[src/rtl/icc_pkg.sv]
package icc_pkg;

  typedef enum logic [1:0] {
    CYC_FETCH = 2'b00,
    CYC_IND   = 2'b01,
    CYC_EXE   = 2'b10,
    CYC_INT   = 2'b11
  } cyc_e;

  localparam int OP_LOAD  = 0;
  localparam int OP_ADD   = 1;
  localparam int OP_AND   = 2;
  localparam int OP_STORE = 3;
  localparam int OP_ISZ   = 4;

  localparam int G_PC_MAR   = 0;
  localparam int G_MEM_MBR  = 1;
  localparam int G_PC_INC   = 2;
  localparam int G_MBR_IR   = 3;
  localparam int G_IRA_MAR  = 4;
  localparam int G_PC_MBR   = 5;
  localparam int G_SAVE_MAR = 6;
  localparam int G_VEC_PC   = 7;
  localparam int G_MBR_MEM  = 8;
  localparam int G_MBR_INC  = 9;
  localparam int G_AC_MBR   = 10;
  localparam int G_ALU_LD   = 11;
  localparam int G_ALU_ADD  = 12;
  localparam int G_ALU_AND  = 13;
  localparam int G_IE_CLR   = 14;
  localparam int NUM_G      = 15;

  localparam int MAX_STEPS  = 4;

endpackage

[src/rtl/icc_op_decode.sv]
module icc_op_decode #(
  parameter int OP_W = 3
) (
  input  logic [OP_W-1:0]      op_code,
  output logic [(1<<OP_W)-1:0] op_hot
);
  localparam int NUM_OPS = 1 << OP_W;

  for (genvar k = 0; k < NUM_OPS; k++) begin : g_dec
    assign op_hot[k] = (op_code == OP_W'(k));
  end

endmodule

[src/rtl/icc_timer.sv]
module icc_timer
  import icc_pkg::*;
#(
  parameter int STEP_W = 3
) (
  input  logic              clk,
  input  logic              rst,
  input  logic              last_step,
  input  logic              ind_bit,
  input  logic              irq,
  input  logic              ie_flag,
  output cyc_e              cyc,
  output logic [STEP_W-1:0] step
);
  cyc_e nxt_cyc;

  always_comb begin
    unique case (cyc)
      CYC_FETCH: nxt_cyc = ind_bit ? CYC_IND : CYC_EXE;
      CYC_IND:   nxt_cyc = CYC_EXE;
      CYC_EXE:   nxt_cyc = (irq && ie_flag) ? CYC_INT : CYC_FETCH;
      default:   nxt_cyc = CYC_FETCH;
    endcase
  end

  always_ff @(posedge clk) begin
    if (rst) begin
      cyc  <= CYC_FETCH;
      step <= STEP_W'(1);
    end else if (last_step) begin
      cyc  <= nxt_cyc;
      step <= STEP_W'(1);
    end else begin
      step <= step + STEP_W'(1);
    end
  end

endmodule

[src/rtl/icc_matrix.sv]
module icc_matrix
  import icc_pkg::*;
#(
  parameter int OP_W   = 3,
  parameter int STEP_W = 3
) (
  input  cyc_e                 cyc,
  input  logic [STEP_W-1:0]    step,
  input  logic [(1<<OP_W)-1:0] op_hot,
  input  logic                 mbr_zero,
  output logic [NUM_G-1:0]     gate,
  output logic                 last_step
);
  logic [MAX_STEPS-1:0] t;
  logic f, i, e, q;
  logic mem_op, sta, isz, nop;

  for (genvar k = 0; k < MAX_STEPS; k++) begin : g_step
    assign t[k] = (step == STEP_W'(k + 1));
  end

  assign f = (cyc == CYC_FETCH);
  assign i = (cyc == CYC_IND);
  assign e = (cyc == CYC_EXE);
  assign q = (cyc == CYC_INT);

  assign mem_op = op_hot[OP_LOAD] | op_hot[OP_ADD] | op_hot[OP_AND];
  assign sta    = op_hot[OP_STORE];
  assign isz    = op_hot[OP_ISZ];
  assign nop    = ~(mem_op | sta | isz);

  always_comb begin
    gate = '0;
    gate[G_PC_MAR]   = f & t[0];
    gate[G_MEM_MBR]  = t[1] & (f | i | (e & (mem_op | isz)));
    gate[G_PC_INC]   = (f & t[1]) | (e & isz & t[3] & mbr_zero);
    gate[G_MBR_IR]   = (f | i) & t[2];
    gate[G_IRA_MAR]  = t[0] & (i | (e & ~nop));
    gate[G_PC_MBR]   = q & t[0];
    gate[G_SAVE_MAR] = q & t[1];
    gate[G_VEC_PC]   = q & t[1];
    gate[G_MBR_MEM]  = (q & t[2]) | (e & sta & t[2]) | (e & isz & t[3]);
    gate[G_MBR_INC]  = e & isz & t[2];
    gate[G_AC_MBR]   = e & sta & t[1];
    gate[G_ALU_LD]   = e & op_hot[OP_LOAD] & t[2];
    gate[G_ALU_ADD]  = e & op_hot[OP_ADD] & t[2];
    gate[G_ALU_AND]  = e & op_hot[OP_AND] & t[2];
    gate[G_IE_CLR]   = q & t[0];
  end

  assign last_step = ((f | i | q) & t[2])
                   | (e & (((mem_op | sta) & t[2]) | (isz & t[3]) | (nop & t[0])));

endmodule

[src/rtl/instr_cycle_ctrl.sv]
module instr_cycle_ctrl
  import icc_pkg::*;
#(
  parameter int OP_W   = 3,
  parameter int STEP_W = 3
) (
  input  logic              clk,
  input  logic              rst,
  input  logic [OP_W-1:0]   op_code,
  input  logic              ind_bit,
  input  logic              irq,
  input  logic              ie_flag,
  input  logic              mbr_zero,
  output logic [1:0]        cyc_code,
  output logic [STEP_W-1:0] step_num,
  output logic [NUM_G-1:0]  gate,
  output logic              mem_rd,
  output logic              mem_wr
);
  logic [(1<<OP_W)-1:0] op_hot;
  cyc_e                 cyc;
  logic [STEP_W-1:0]    step;
  logic                 last_step;

  icc_op_decode #(.OP_W(OP_W)) u_dec (
    .op_code (op_code),
    .op_hot  (op_hot)
  );

  icc_timer #(.STEP_W(STEP_W)) u_tmr (
    .clk       (clk),
    .rst       (rst),
    .last_step (last_step),
    .ind_bit   (ind_bit),
    .irq       (irq),
    .ie_flag   (ie_flag),
    .cyc       (cyc),
    .step      (step)
  );

  icc_matrix #(.OP_W(OP_W), .STEP_W(STEP_W)) u_mtx (
    .cyc       (cyc),
    .step      (step),
    .op_hot    (op_hot),
    .mbr_zero  (mbr_zero),
    .gate      (gate),
    .last_step (last_step)
  );

  assign cyc_code = cyc;
  assign step_num = step;
  assign mem_rd   = gate[G_MEM_MBR];
  assign mem_wr   = gate[G_MBR_MEM];

endmodule

[config.mk]
export PLATFORM = sky130hd
export DESIGN_NAME = instr_cycle_ctrl
export DESIGN_NICKNAME = d
export VERILOG_FILES = /design/src/rtl/icc_pkg.sv /design/src/rtl/icc_op_decode.sv /design/src/rtl/icc_timer.sv /design/src/rtl/icc_matrix.sv /design/src/rtl/instr_cycle_ctrl.sv
export SDC_FILE = /design/constraint.sdc
export NUM_CORES = 1
export LEC_CHECK = 0
export ABC_CLOCK_PERIOD_IN_PS = 4600
export BUFFER_PORTS_ARGS = -buffer_cell sky130_fd_sc_hd__clkbuf_2
export CAP_MARGIN = 20
export CORE_MARGIN = 2
export CORE_UTILIZATION = 40
export CTS_CLUSTER_SIZE = 10
export DETAILED_ROUTE_END_ITERATION = 16
export PLACE_DENSITY = 0.81
export SYNTH_ARGS = -nofsm -noshare
export SYNTH_HDL_FRONTEND = slang
export SYNTH_SLANG_ARGS = --single-unit
export TNS_END_PERCENT = 50
[constraint.sdc]
create_clock -name clk -period 4.6 [get_ports clk]
set_input_delay 1.15 -clock clk [delete_from_list [all_inputs] [get_ports clk]]
set_output_delay 1.15 -clock clk [all_outputs]
set_load 0.05 [all_outputs]
Word level (Yosys, flattened, before mapping)

Index checks and enable logic that the tools add are counted.

Add/sub/neg operators: 1
Reductions and logical operators: 4
Multiplexer cells: 3
Equal/unequal tests: 11
Bitwise logic cells: 44

Operators by type and width:

| operator            | number |
|---|---|
| $and 1x1->1         | 28 |
| $or 1x1->1          | 15 |
| $eq 3x2->1 const B  | 4 |
| $eq 3x1->1 const B  | 2 |
| $eq 3x3->1 const B  | 2 |
| $pmux 2 s3          | 1 |
| $eq 2x2->1 const B  | 2 |
| $mux 2              | 2 |
| $add 3x1->3 const B | 1 |
| $logic_not 3->1     | 1 |
| $eq 2x1->1 const B  | 1 |
| $logic_not 2->1     | 1 |
| $reduce_or 2->1     | 1 |
| $logic_and 1x1->1   | 1 |
| $not 1->1           | 1 |

Word-level logic and storage cells: 65
Bits in registers: 5

Logic depth before layout (Yosys ltp)

Depth after elaboration: 11
Depth in mapped cells: 5
Mapped depth without buffers: 5

By module

Synthesis repeated with hierarchy kept, for this count alone.

Cell total of the unflattened synthesis: 67
Area total of the unflattened synthesis: 511.7 sq um

By module, submodules not included:

| module           | cells an instance | area each (sq um) | instances | seq. area each (sq um) |
|---|---|---|---|---|
| icc_matrix       | 38                | 229.0             | 1         | 0.0 |
| icc_timer        | 19                | 202.7             | 1         | 100.1 |
| icc_op_decode    | 8                 | 65.1              | 1         | 0.0 |
| instr_cycle_ctrl | 2                 | 15.0              | 1         | 0.0 |

Worst setup path after synthesis

OpenSTA, ideal clock, no wires.

Path kind: input -> output
From: in op_code[0]
To: out gate[8]
Stages: 4
Data arrival time: 2.902 ns
Slack: 0.548 ns
Path through: nand2_1 o21ba_2 o21ai_0 buf_4

Cells in the longest elaborated chain, start to end: 5
Elaborated cells between the ends (all ways): 8
Those cells by class: eq/ne (2); bitwise (6)

RTL lines:

| what                     | RTL line               | RTL |
|---|---|---|
| start, declared          | instr_cycle_ctrl.sv:9  | `input logic [OP_W-1:0] op_code,` |
| $eq 3x2->1               | icc_op_decode.sv:10    | `assign op_hot[k] = (op_code == OP_W'(k));` |
| $and 1x1->1 (2 in a row) | icc_matrix.sv:42       | `gate[G_MBR_MEM] = (q & t[2]) \| (e & sta & t[2]) \| (e & isz & t[3]);` |
| $or 1x1->1               | icc_matrix.sv:42       |  |
| $or 1x1->1 *             | icc_matrix.sv:42       |  |
| end, declared            | instr_cycle_ctrl.sv:16 | `output logic [NUM_G-1:0] gate,` |

Mark *: on every way between the ends. The rest lies on a longest branch, timed or not.

Worst setup path after layout

From: in op_code[1]
To: out mem_rd

Cells in the longest elaborated chain, start to end: 7
Elaborated cells between the ends (all ways): 10
Those cells by class: eq/ne (3); bitwise (6); reduce/logical (1)

RTL lines:

| what                                          | RTL line               | RTL |
|---|---|---|
| $eq 3x1->1 or $logic_not 3->1 (tied branches) | icc_op_decode.sv:10    |  |
| $or 1x1->1 (2 in a row)                       | icc_matrix.sv:27       | `assign mem_op = op_hot[OP_LOAD] \| op_hot[OP_ADD] \| op_hot[OP_AND];` |
| $or 1x1->1 *                                  | icc_matrix.sv:35       | `gate[G_MEM_MBR] = t[1] & (f \| i \| (e & (mem_op \| isz)));` |
| $and 1x1->1 *                                 | icc_matrix.sv:35       |  |
| $or 1x1->1 *                                  | icc_matrix.sv:35       |  |
| $and 1x1->1 *                                 | icc_matrix.sv:35       |  |
| end, declared                                 | instr_cycle_ctrl.sv:17 | `output logic mem_rd,` |

Marks and branches as above.

==> run_results.csv <==
group,metric,value,unit
synth,synthCells,67,
sta,fmax,295,MHz
power_and_ir_drop,p_clk_share,11.1,%
synth,synth_top_family_by_area,"simple AND/OR/NAND/NOR gates",
cts,clockBufferDepth,2,
finish,drive_gt1_share,40.0,%
detailed_routing,drt.antenna.violating_nets,0,
setup_path,required,3.45,ns
synth,synthTopCellsByArea,"dfxtp_1 (19%), ha_1 (12%), buf_4 (5.6%), o221ai_4 (4.9%), nand2b_1 (4.7%)",
die,fp-row-count,13,
min_path,min_path_type,"register to register",
placed_design,post-dp-hpwl,954,µm
global_route,grt_pass1_vias,419,
synth,synth_top_area_cell,"dfxtp_1",
sta,slew_violations,0,
finish,fin_nets,110,
detailed_routing,drtIter0Drc,11,
power_and_ir_drop,max-vdd-ir-drop,0.000305,V
finish,area_growth,28.0,%
sta,finalSetupViolCount,0,
synth,synthFlopType,"dfxtp_1",
min_path,min_to,"u_tmr.step[0]",
sta,period_share,73.6,%
synth,async_flop_share,0,%
sta,final-hold-violation-count,0,
die,io_pins,31,
placed_design,port-buffer-count,30,
power_and_ir_drop,pwr-share-comb,69.3,%
sta,rsz0062_at_grt,"false",
sta,worst_pin_slew,0.392,ns
detailed_routing,wl_per_cell,10.7,µm
synth,synth_edf_count,0,
min_path,worstHoldStart,"u_tmr.step[0]",
power_and_ir_drop,power.internal,186,µW
synth,syn_avg_cell_area,8.01,µm²
detailed_routing,drt_pass1_iterations,4,
synth,yosysTopAreaCellShare,18.6,%
global_route,grt_max_degree,15,
power_and_ir_drop,p_per_area,680,nW/µm²
detailed_routing,routed_via_density,5.24,
sta,slew_headroom,73.9,%
cts,cts_sinks,5,
sta,fin_setup_tns,0,ns
setup_path,r2r_cells,5,
cts,cts_root_buf,"clkbuf_4",
synth,synth_compound_area_share,24.9,%
setup_path,r2r-start,"u_tmr.step[0]",
cts,cts_setup_buffers,0,
finish,num_antenna_cells,0,
setup_path,cp-end-kind,"output port",
synth,ys_seq_area_share,18.6,%
synth,synth-simple-area-share,32.2,%
cts,clk_pin_slew,0.04,ns
synth,synth_fp_nets,81,
die,start_util,42.3,%
synth,netlist_area,537,µm²
finish,fin_area,687,µm²
synth,synth-xor-area-share,0,%
setup_path,arrival,2.24,ns
power_and_ir_drop,leakage,0.000345,µW
detailed_routing,wirelength,1.17,mm
cts,htreeDepth,1,
setup_path,crit_fanout,8,
cts,cts_hold_buf,0,
placed_design,place.gp.congestion,0.704,
global_route,grt_overflow,0,
cts,cts_tree,"yes",
power_and_ir_drop,seq_power_share,19.6,%
die,dieArea,1650,µm²
run,drv_cap,0,
synth,synthDistinctLibCells,31,
global_route,grtUsageTotal,15.5,%
setup_path,r2r_setup_slack,3.12,ns
die,core,1270,µm²
cts,insertion_delay,0.24,ns
synth,synth-adder-area-share,11.7,%
power_and_ir_drop,p_sw,281,µW
synth,synth_seq_cells,5,
setup_path,crit_type,"input pin to output port",
min_path,hold_depth,2,
sta,period_needed,3.39,ns
synth,yosysWarnings,0,
synth,muxShareOfSynthArea,0,%
placed_design,detailed_place.area,661,µm²
cts,cts_resized,0,
sta,final.setup_skew,0.00292,ns
setup_path,r2r_end,"u_tmr.cyc[0]",
power_and_ir_drop,fin_total_pwr,467,µW
detailed_routing,drcViolationCount,0,
setup_path,cp-start-kind,"input pin",
power_and_ir_drop,power.share.switching,60.3,%
die,die_w,40.6,µm
die,die_y,40.6,µm
setup_path,crit_start,"op_code[1]",
global_route,grt_pass1_wl,1.70,mm
cts,numCtsBuffers,3,
detailed_routing,num_vias,576,
global_route,antenna_found_initial,0,
run_status,outcome,"finished, final reports clean",
==> state kept, by name, summed over array words and instances, names as in the netlist <==
name        cells
u_tmr.cyc       2
u_tmr.step      3
==> kinds of logic (layout without fill, tap and decap cells) <==
logic type,Yosys count,count (layout)
buffers and inverters,12,40
DFF,5,5
adders and majority gates,5,5
AOI/OAI and AO/OA,16,16
and+or+nand+nor,29,29
==> Yosys cell counts, drive strengths merged (2+ instances only) <==
| master | count |
|---|---|
| a211oi | 2 |
| a21oi | 3 |
| buf | 5 |
| dfxtp | 5 |
| ha | 5 |
| inv | 6 |
| nand2 | 5 |
| nand2b | 4 |
| nor2 | 5 |
| nor2b | 2 |
| nor3 | 2 |
| nor3b | 3 |
| o21ai | 3 |
| or3b | 2 |
==> metrics by stage <==
stage | worst slack, ns | std cells | hold WS [ns] | util, %
3_5_place_dp | 1.22 | 106 | 0.574 | 52.1
2_1_floorplan | 0.548 | 67 | 0.779 | -
6_report | 1.21 | 110 | 0.575 | 54.1
5_1_grt | 1.11 | 110 | 0.627 | 54.1
4_1_cts | 1.21 | 110 | 0.585 | 54.1
3_3_place_gp | 1.25 | 106 | 0.549 | 52.1
==> worst max-delay path, cell delays in order <==
cell,delay (ns)
clkbuf_2,0.14
nor2_1,0.30
o21bai_1,0.12
a21oi_1,0.21
clkbuf_2,0.31
==> cells in the final DEF, fill, tap and decap left out, drive strengths merged, types with 2 or more instances in the layout <==
cell / instances
o21ai: 3
inv: 6
nor3b: 3
nand2b: 4
a21oi: 3
clkbuf: 34
nor2b: 2
a211oi: 2
nor2: 5
dfxtp: 5
nand2: 5
nor3: 2
or3b: 2
ha: 5
==> per-layer routing <==
metal | share of wire (%) | GRT usage, % | vias to the layer above
met1 | 45 | 18.5 | 269
met4 | 1.4 | 12.5 | 0
met3 | 4.3 | 1.63 | 2
met5 | 0 | 0 | -
met2 | 49 | 25.0 | 15
li1 | - | - | 290
==> power by group through the flow <==
stage | registers, µW | logic (µW) | clock network, µW
final | 91.4 | 323 | 52.0
after floorplan | 138 | 221 | 0
after global placement | 91.2 | 323 | 0
after global routing | 95.5 | 351 | 55.8
after detailed placement | 92.3 | 327 | 0
after CTS | 91.6 | 327 | 54.4
==> cell type report <==
cell class / count / area (µm²)
repair buffers: 30 / 150
multi-input cells: 50 / 369
inverters: 6 / 22.5
clock buffers: 4 / 26.3
well taps: 15 / 18.8
fillers: 135 / 582
flip-flops and latches: 5 / 100
==> worst max-delay path by stage <==
stage / slack (ns) / cells past startpoint / to
after global placement: 1.25 / 4 / gate[12]
after global routing: 1.11 / 5 / gate[2]
after detailed placement: 1.22 / 5 / gate[2]
final: 1.21 / 5 / mem_rd
after floorplan: 0.55 / 4 / gate[8]
after CTS: 1.21 / 4 / gate[12]
No activity file was read; power rests on OpenSTA's default activity.
